--- src/rtl/sih_pkg.sv ---
package sih_pkg;
   localparam int ISR_STRIDE = 8;
   localparam int ISR0_ADDR  = 'h00;
   localparam int IMR0_ADDR  = 'h04;
   localparam int FORCE_ADDR = 'h10;
   localparam int EDGE_ADDR  = 'h14;
   localparam int CTRL_ADDR  = 'h1C;

   typedef struct packed {
      logic cor;
      logic pdis;
      logic xsel;
      logic excl;
   } ctrl_t;

   function automatic int isr_addr(input int line);
      return ISR0_ADDR + ISR_STRIDE * line;
   endfunction

   function automatic int imr_addr(input int line);
      return IMR0_ADDR + ISR_STRIDE * line;
   endfunction
endpackage

--- src/rtl/sih_edge.sv ---
module sih_edge #(
   parameter int N_SRC       = 24,
   parameter int SYNC_STAGES = 2
) (
   input  logic             clk,
   input  logic             rst_n,
   input  logic [N_SRC-1:0] src_in,
   input  logic [N_SRC-1:0] rise_en,
   input  logic [N_SRC-1:0] fall_en,
   output logic [N_SRC-1:0] event_o
);
   logic [N_SRC-1:0] sync_q [SYNC_STAGES];
   logic [N_SRC-1:0] prev_q;
   logic [N_SRC-1:0] cur;

   initial begin : p_param_chk
      assert (SYNC_STAGES >= 2) else $error("sih_edge: SYNC_STAGES must be >= 2");
   end

   always_ff @(posedge clk or negedge rst_n) begin
      if (!rst_n) begin
         for (int s = 0; s < SYNC_STAGES; s++) sync_q[s] <= '0;
         prev_q <= '0;
      end else begin
         sync_q[0] <= src_in;
         for (int s = 1; s < SYNC_STAGES; s++) sync_q[s] <= sync_q[s-1];
         prev_q <= sync_q[SYNC_STAGES-1];
      end
   end

   assign cur     = sync_q[SYNC_STAGES-1];
   assign event_o = (cur & ~prev_q & rise_en) | (~cur & prev_q & fall_en);
endmodule

--- src/rtl/sih_bank.sv ---
module sih_bank #(
   parameter int N_SRC = 24
) (
   input  logic             clk,
   input  logic             rst_n,
   input  logic [N_SRC-1:0] hit,
   input  logic [N_SRC-1:0] clr,
   input  logic             pdis,
   input  logic [N_SRC-1:0] mask,
   output logic [N_SRC-1:0] status,
   output logic             irq
);
   logic [N_SRC-1:0] st_q, bf_q;
   logic             irq_q;

   always_ff @(posedge clk or negedge rst_n) begin
      if (!rst_n) begin
         st_q  <= '0;
         bf_q  <= '0;
         irq_q <= 1'b0;
      end else begin
         st_q  <= (st_q & ~clr) | hit | (st_q & clr & bf_q);
         bf_q  <= pdis ? '0
                       : ((bf_q & ~(st_q & clr)) | (st_q & hit & (~clr | bf_q)));
         irq_q <= |(st_q & ~mask);
      end
   end

   assign status = st_q;
   assign irq    = irq_q;


   status_hold_chk: assert property (@(posedge clk) disable iff (!rst_n)
      1'b1 |=> (($past(st_q) & ~$past(clr) & ~st_q) == '0));


   buf_needs_status_chk: assert property (@(posedge clk) disable iff (!rst_n)
      (bf_q & ~st_q) == '0);


   pdis_flush_chk: assert property (@(posedge clk) disable iff (!rst_n)
      pdis |=> (bf_q == '0));


   full_mask_quiet_chk: assert property (@(posedge clk) disable iff (!rst_n)
      (&mask) |=> !irq_q);
endmodule

--- src/rtl/sih_unit.sv ---
module sih_unit
   import sih_pkg::*;
#(
   parameter int N_SRC       = 24,
   parameter int ADDR_W      = 5,
   parameter int SYNC_STAGES = 2
) (
   input  logic              clk,
   input  logic              rst_n,
   input  logic [ADDR_W-1:0] bus_addr,
   input  logic              bus_wr,
   input  logic [7:0]        bus_wdata,
   input  logic              bus_rd,
   output logic [7:0]        bus_rdata,
   input  logic [N_SRC-1:0]  src_in,
   output logic [1:0]        irq_o
);
   localparam int NB = (N_SRC + 7) / 8;
   localparam int NP = NB * 8;
   localparam int NE = (2 * N_SRC + 7) / 8;
   localparam int EP = NE * 8;
   localparam int NLINE = 2;

   initial begin : p_param_chk
      assert (N_SRC >= 1 && N_SRC <= 32) else $error("sih_unit: N_SRC out of range");
      assert (ADDR_W >= 5) else $error("sih_unit: ADDR_W too small for map");
   end

   ctrl_t            ctrl_q;
   logic [NP-1:0]    mask_p  [NLINE];
   logic [NP-1:0]    st_p    [NLINE];
   logic [NP-1:0]    clr_p   [NLINE];
   logic [N_SRC-1:0] st      [NLINE];
   logic [N_SRC-1:0] hit     [NLINE];
   logic [NP-1:0]    force_p;
   logic [EP-1:0]    edge_q;
   logic [N_SRC-1:0] rise_en, fall_en, ev, raw_hit;

   function automatic logic at(input logic [ADDR_W-1:0] a, input int target);
      return a == ADDR_W'(target);
   endfunction

   // configuration registers
   always_ff @(posedge clk or negedge rst_n) begin
      if (!rst_n) begin
         ctrl_q <= '0;
         edge_q <= '0;
         for (int l = 0; l < NLINE; l++) mask_p[l] <= '1;
      end else if (bus_wr) begin
         if (at(bus_addr, CTRL_ADDR)) ctrl_q <= ctrl_t'(bus_wdata[3:0]);
         for (int k = 0; k < NE; k++)
            if (at(bus_addr, EDGE_ADDR + k)) edge_q[8*k +: 8] <= bus_wdata;
         for (int l = 0; l < NLINE; l++)
            for (int k = 0; k < NB; k++)
               if (at(bus_addr, imr_addr(l) + k)) mask_p[l][8*k +: 8] <= bus_wdata;
      end
   end

   always_comb begin
      for (int i = 0; i < N_SRC; i++) begin
         rise_en[i] = edge_q[2*i];
         fall_en[i] = edge_q[2*i+1];
      end
   end

   sih_edge #(.N_SRC(N_SRC), .SYNC_STAGES(SYNC_STAGES)) u_edge (
      .clk     (clk),
      .rst_n   (rst_n),
      .src_in  (src_in),
      .rise_en (rise_en),
      .fall_en (fall_en),
      .event_o (ev)
   );

   // force strobes and per-line clear strobes
   always_comb begin
      force_p = '0;
      for (int l = 0; l < NLINE; l++) clr_p[l] = '0;
      for (int k = 0; k < NB; k++) begin
         if (bus_wr && at(bus_addr, FORCE_ADDR + k)) force_p[8*k +: 8] = bus_wdata;
         for (int l = 0; l < NLINE; l++) begin
            if (at(bus_addr, isr_addr(l) + k)) begin
               if (ctrl_q.cor) begin
                  if (bus_rd) clr_p[l][8*k +: 8] = st_p[l][8*k +: 8];
               end else if (bus_wr) begin
                  clr_p[l][8*k +: 8] = bus_wdata;
               end
            end
         end
      end
   end

   assign raw_hit = ev | force_p[N_SRC-1:0];

   generate
      for (genvar l = 0; l < NLINE; l++) begin : g_line
         logic route;
         assign route  = !ctrl_q.excl || (ctrl_q.xsel == l[0]);
         assign hit[l] = route ? raw_hit : '0;

         sih_bank #(.N_SRC(N_SRC)) u_bank (
            .clk    (clk),
            .rst_n  (rst_n),
            .hit    (hit[l]),
            .clr    (clr_p[l][N_SRC-1:0]),
            .pdis   (ctrl_q.pdis),
            .mask   (mask_p[l][N_SRC-1:0]),
            .status (st[l]),
            .irq    (irq_o[l])
         );
         assign st_p[l] = NP'(st[l]);


         excl_route_chk: assert property (@(posedge clk) disable iff (!rst_n)
            (ctrl_q.excl && (ctrl_q.xsel != l[0])) |-> (hit[l] == '0));
      end
   endgenerate

   // read mux
   always_comb begin
      bus_rdata = '0;
      if (at(bus_addr, CTRL_ADDR)) bus_rdata = {4'b0, ctrl_q};
      for (int k = 0; k < NE; k++)
         if (at(bus_addr, EDGE_ADDR + k)) bus_rdata = edge_q[8*k +: 8];
      for (int l = 0; l < NLINE; l++)
         for (int k = 0; k < NB; k++) begin
            if (at(bus_addr, isr_addr(l) + k)) bus_rdata = st_p[l][8*k +: 8];
            if (at(bus_addr, imr_addr(l) + k)) bus_rdata = mask_p[l][8*k +: 8];
         end
   end
endmodule

--- config.mk ---
export PLATFORM = sky130hd
export DESIGN_NAME = sih_unit
export DESIGN_NICKNAME = d
export VERILOG_FILES = /design/src/rtl/sih_pkg.sv /design/src/rtl/sih_edge.sv /design/src/rtl/sih_bank.sv /design/src/rtl/sih_unit.sv
export SDC_FILE = /design/constraint.sdc
export NUM_CORES = 1
export LEC_CHECK = 0
export ABC_AREA = 1
export ABC_CLOCK_PERIOD_IN_PS = 3700
export BUFFER_PORTS_ARGS = -buffer_cell sky130_fd_sc_hd__buf_4
export CAP_MARGIN = 40
export CELL_PAD_IN_SITES_DETAIL_PLACEMENT = 1
export CELL_PAD_IN_SITES_GLOBAL_PLACEMENT = 1
export CORE_UTILIZATION = 50
export CTS_CLUSTER_SIZE = 30
export DETAILED_ROUTE_END_ITERATION = 7
export PLACE_DENSITY_LB_ADDON = 0.1
export SLEW_MARGIN = 40
export SYNTH_ARGS = -nofsm -noshare
export SYNTH_HDL_FRONTEND = slang
export SYNTH_HIERARCHICAL = 1
export SYNTH_SLANG_ARGS = --single-unit
--- constraint.sdc ---
create_clock -name clk -period 3.7 [get_ports clk]
set_input_delay 0.74 -clock clk [delete_from_list [all_inputs] [get_ports clk]]
set_output_delay 0.74 -clock clk [all_outputs]
set_load 0.02 [all_outputs]
* Word-level counts from Yosys, hierarchy flattened *
Index checks and enable logic that the tools add are counted.

cells by class
  equal/unequal tests = 21
  multiplexer cells = 45
  bitwise gates (word level) = 37
  reduce and logical (&&, ||, !) cells = 22

operators with widths
  operator                                       count
  bitwise AND 24 bit                             18
  2-to-1 mux 8 bit                               40
  bitwise OR 24 bit                              10
  NOT 24 bit                                     8
  2-to-1 mux 24 bit                              4
  == test 5 bit, second input constant           10
  OR reduction 24 bit                            2
  == test 5 x 4 -> 1 bit, second input constant  6
  AND reduction 2 bit                            13
  == test 5 x 3 -> 1 bit, second input constant  3
  == test 5 x 1 -> 1 bit, second input constant  1
  == test 5 x 2 -> 1 bit, second input constant  1
  zero test 5 bit                                1
  2-to-1 mux 4 bit                               1
  logical AND 1 bit                              3
  logical OR 1 bit                               2
  zero test 1 bit                                1
  NOT 1 bit                                      1

word-level totals
  register bits = 270
  input port bits = 41
  output and inout bits = 10
  word-level logic and storage cells = 150

* Longest topological paths before layout *
  word-level depth = 20
  depth in mapped cells = 16

* By module *
The synthesis kept the hierarchy.

by module, submodules not included
  module    instances  cells an instance  area an instance (µm²)  seq. area each (µm²)
  sih_unit  1          851                5865.6                  2562.5
  sih_bank  2          286                2298.5                  1226.2
  sih_edge  1          192                2312.2                  1801.7

* Worst setup path after synthesis *
No wires, ideal clock.

  path type = input to output
  start point = input port bus_addr[4]
  end point = output port bus_rdata[1]
  arrival = 2.027 ns
  required time = 2.960 ns
  slack = 0.933 ns
  stages = 13
  cell sequence = inv_1 nand2_2 nor2_4 inv_2 buf_2 nor2_1 nor2_1 nand2_1 nand4_1 nor2_1 nand4_1 nand2_1 nand4_1

between the ends
  longest elaborated chain between the ends = 20
  elaborated cells between the ends (all ways) = 38
  those cells by class = eq/ne (18); mux (19); reduce/logical (1)

RTL lines
  what                           RTL line         source
  start, declared                sih_unit.sv:10   input logic [ADDR_W-1:0] bus_addr,
  == test 5 bit                  sih_unit.sv:40   return a == ADDR_W'(target);
  2-to-1 mux 4 bit               sih_unit.sv:122  if (at(bus_addr, CTRL_ADDR)) bus_rdata = {4'b0, ctrl_q};
  2-to-1 mux 8 bit (6 in a row)  sih_unit.sv:124  if (at(bus_addr, EDGE_ADDR + k)) bus_rdata = edge_q[8*k +: 8];
  2-to-1 mux 8 bit               sih_unit.sv:127  if (at(bus_addr, isr_addr(l) + k)) bus_rdata = st_p[l][8*k +: 8];
  2-to-1 mux 8 bit               sih_unit.sv:128  if (at(bus_addr, imr_addr(l) + k)) bus_rdata = mask_p[l][8*k +: 8];
  2-to-1 mux 8 bit               sih_unit.sv:127
  2-to-1 mux 8 bit               sih_unit.sv:128
  2-to-1 mux 8 bit               sih_unit.sv:127
  2-to-1 mux 8 bit               sih_unit.sv:128
  2-to-1 mux 8 bit               sih_unit.sv:127
  2-to-1 mux 8 bit               sih_unit.sv:128
  2-to-1 mux 8 bit               sih_unit.sv:127
  2-to-1 mux 8 bit               sih_unit.sv:128
  2-to-1 mux 8 bit               sih_unit.sv:127
  2-to-1 mux 8 bit (*)           sih_unit.sv:128
  end, declared                  sih_unit.sv:14   output logic [7:0] bus_rdata,

Every way passes the cells marked *; elsewhere a longest branch is shown, timed or not.

* Worst setup path in the final report *
  start point = input port bus_addr[2]
  end point = output port bus_rdata[1]

Same word-level chain as after synthesis.

==> results by group <==
Run status
  – Status: finished, final reports clean

Clocking
  – Max Buffers Root-to-Sink: 3
  – Post-CTS Setup Bufs: 0
  – Clk slew on worst S/H paths: 0.06 ns
  – CTS buffer count: 29
  – Clock latency on the worst-skew pair: 0.56 ns
  – Clk sinks: 270
  – CTS tree: built
  – Hold buffer count at CTS: 0
  – CTS root buffer: clkbuf_16
  – H-tree lvl count: 1
  – Post-cts resize count: 0

Routing
  – DRT iter0 DRCs: 1192
  – Vias: 11900
  – Antenna Nets Post-Route: 0
  – Drt wl/cell: 23.37 um
  – Detailed-route DRC error count: 0
  – Final wirelength: 47.37 mm
  – Vias per cell: 5.870
  – Initial DRT Pass Iterations: 7

Layout
  – Final net count: ~1700
  – Area growth from synthesis to layout: 14.14%
  – Share of cells above drive strength 1: 11.79%
  – Final Instance Area: approximately 15000 sq um
  – Ant. Diodes: 0

Synth
  – XOR/XNOR Fraction of Synth Area: 0%
  – Synth Area in Compound Gates: 13.06%
  – Yosys warning total: 6
  – Mux share of post-synthesis cell area: 0%
  – Post-Syn Nets: 1656
  – Simple-gate share of the synthesized area: 25.80%
  – Post-synthesis cell type count: 24
  – FF+latch count, synth: between 200 and 300
  – Cells after Synth: 1615
  – Synth Area in Adders: 0%
  – Mapped Area: 12770 sq um
  – Synth Area per Inst: 7.910 sq um
  – Largest family of logic cells by synthesized area: simple AND/OR/NAND/NOR gates
  – Register area share after synthesis: between 50% and 60%

Timing
  – RSZ-0062 raised after global routing: no
  – Highest Clock Rate: about 0.29 GHz
  – Pins Over Slew Limit: 0
  – Relative slew slack: 42.64%
  – Clock Skew: about 0.0095 ns
  – Endpoints failing setup: 0
  – Setup TNS: 0 ns
  – Tmin final: 3.436 ns
  – Worst slew pin tran: between 0.8 and 0.9 ns
  – Fin. Hold Viols: 0
  – Period utilization: between 90% and 100%

Placed design
  – Placed cell area: approximately 14000 sq um
  – Placer Congestion: 0.9585
  – DPL Wire Length: 34.05 mm
  – Port Buffers: 50

Pwr
  – Power Dens Cells: 594.7 nW/um^2
  – Leakage: 6.718 nW
  – VDD IR max: roughly 490 uV
  – Overall power after layout: slightly below 9 mW

Floorplanning
  – Io pins: slightly above 50
  – Row cnt: between 50 and 60
  – Chip height: between 150 and 200 um
  – Initial Util: about half
  – Die W: 161.8 um
  – Die Footprint: 26190 sq um
  – Placeable Area: 25110 sq um

Global routing
  – Largest net degree at the start of global routing: 95
  – Gr ovfl total: 0
  – Vias in the first global route: 12310
  – Initial antenna violation count: 0
  – First-pass GRT wire length: 73.38 mm
  – Gr usage total: between 30% and 40%

Critical path
  – Critical path's most frequent cell: nand4_1
  – Worst EP arrival: 2.70 ns
  – Critical path, cell by cell: buf_4 > inv_2 > nor2_4 > nand2_1 > nor2_4 > inv_2 > nor2_1 > nor2_1 > nand4_1 > nand2_1 > nand4_1 > nor2_1 > nand4_1 > nand2_1 > nand4_1 > buf_4
  – CP Max Fanout: 8
  – Crit end category: output pin
  – Slowest stage delay, CP: 0.21 ns
  – Worst Path Required: 2.96 ns
  – Startpoint Class: primary input
  – CP max-delay cell: nor2_1
  – Critical path class: primary input to output pin

Run
  – Max-cap viol count: 0

Hold path
  – HP Class: primary input to async pin
worst max-delay path: cells and delay by family:
family / cells / cell delay, ns
buffers and inverters: 4 / 0.55
and+or+nand+nor: 12 / 1.42
layout by cell type (no fill, tap or decap), types with 2 or more instances in the layout:
master,n
nand2_1,469
buf_4,67
nand3_1,128
clkinvlp_4,2
nor2_2,10
inv_1,205
o21ai_0,112
o21ai_1,2
a21oi_1,102
nor3_1,3
dfstp_2,48
o211ai_4,2
bufinv_16,3
a21o_2,2
nor2_4,4
clkbuf_16,29
o22ai_1,29
clkinv_2,7
inv_2,11
a21o_1,46
nand4_1,36
buf_12,3
clkbuf_8,3
nor2_1,131
clkbuf_1,6
or2_1,5
dfrtp_1,221
inv_6,2
where the power goes:
part,leakage [nW],internal [mW],switching [mW]
logic,3.16,0.556,0.980
clock network,0.471,1.71,1.23
registers,3.08,3.60,0.584
worst paths after layout:
check | startpoint | to | slack [ns] | cells after the start
max in group asynchronous | rst_n | mask_p[21] | 2.67 | 3
min in group clk | src_in[11] | u_edge/sync_q[35] | 0.29 | 1
worst max register to register | ctrl_q[3] | g_line[1].u_bank/bf_q[8] | 1.56 | 9
worst min-delay path | rst_n | g_line[0].u_bank/status[2] | 0.04 | 1
worst min register to register | u_edge/sync_q[24] | u_edge/cur[0] | 0.35 | 0
worst max-delay path | bus_addr[2] | bus_rdata[1] | 0.26 | 16
through the flow:
step	worst slack (ns)	utilization [%]	hold slack (ns)	instances
6_report	0.2638	58.07	0.03628	2027
3_5_place_dp	0.3277	54.10	0.3356	1971
2_1_floorplan	0.9330	-	0.3312	1615
5_1_grt	0.1168	58.07	0.04179	2027
3_3_place_gp	0.3687	54.10	0.3323	1971
4_1_cts	0.3222	57.92	0.2521	2025
area by class of cell:
cell class / count / area [sq um]
Clock buffer: 38 / 789.5
Clock inverter: 16 / 170.2
Fill cell: 3095 / 10530
Timing Repair Buffer: 73 / 616.8
Sequential cell: 270 / 6818
Tap cell: 330 / 412.9
Multi-Input combinational cell: 1084 / 4964
Inverter: 216 / 810.8
routing by layer:
metal | wire [um] | vias up | GRT usage, %
li1 | - | 5307 | -
met1 | 20040 | 6006 | 51.37
met2 | 21760 | 462 | 60.50
met3 | 3572 | 124 | 5.848
met4 | 1995 | 0 | 13.85
met5 | 0 | - | 0
registers in the layout, summed over array words and instances, names as in the netlist:
| name | cells |
|---|---|
| g_line.u_bank/status | 48 |
| g_line.u_bank/irq | 2 |
| edge_q | 48 |
| u_edge/cur | 24 |
| u_edge/prev_q | 24 |
| mask_p | 48 |
| u_edge/sync_q | 24 |
| ctrl_q | 4 |
| g_line.u_bank/bf_q | 48 |
cells in the mapped netlist (all sizes together):
master  instances  area, sq um
nand4          36        225.2
dfstp          48         1261
buf            12        60.06
clkbuf         33        123.9
o211ai          2        42.54
nor3            4        25.02
a21oi         102        510.5
nand2         470         1767
nand3b          1        7.510
a21o           48        362.8
inv           216        810.8
or2             5        31.28
o21ai         114        570.6
nor2          145        599.3
nand3         128        640.6
o22ai          29        181.4
dfrtp         222         5555
logic make-up after synthesis:
| family | Yosys count |
|---|---|
| buf+inv | 261 |
| compound gates | 295 |
| flops | 270 |
| simple gates | 789 |
No activity file was read; power rests on OpenSTA's default activity.
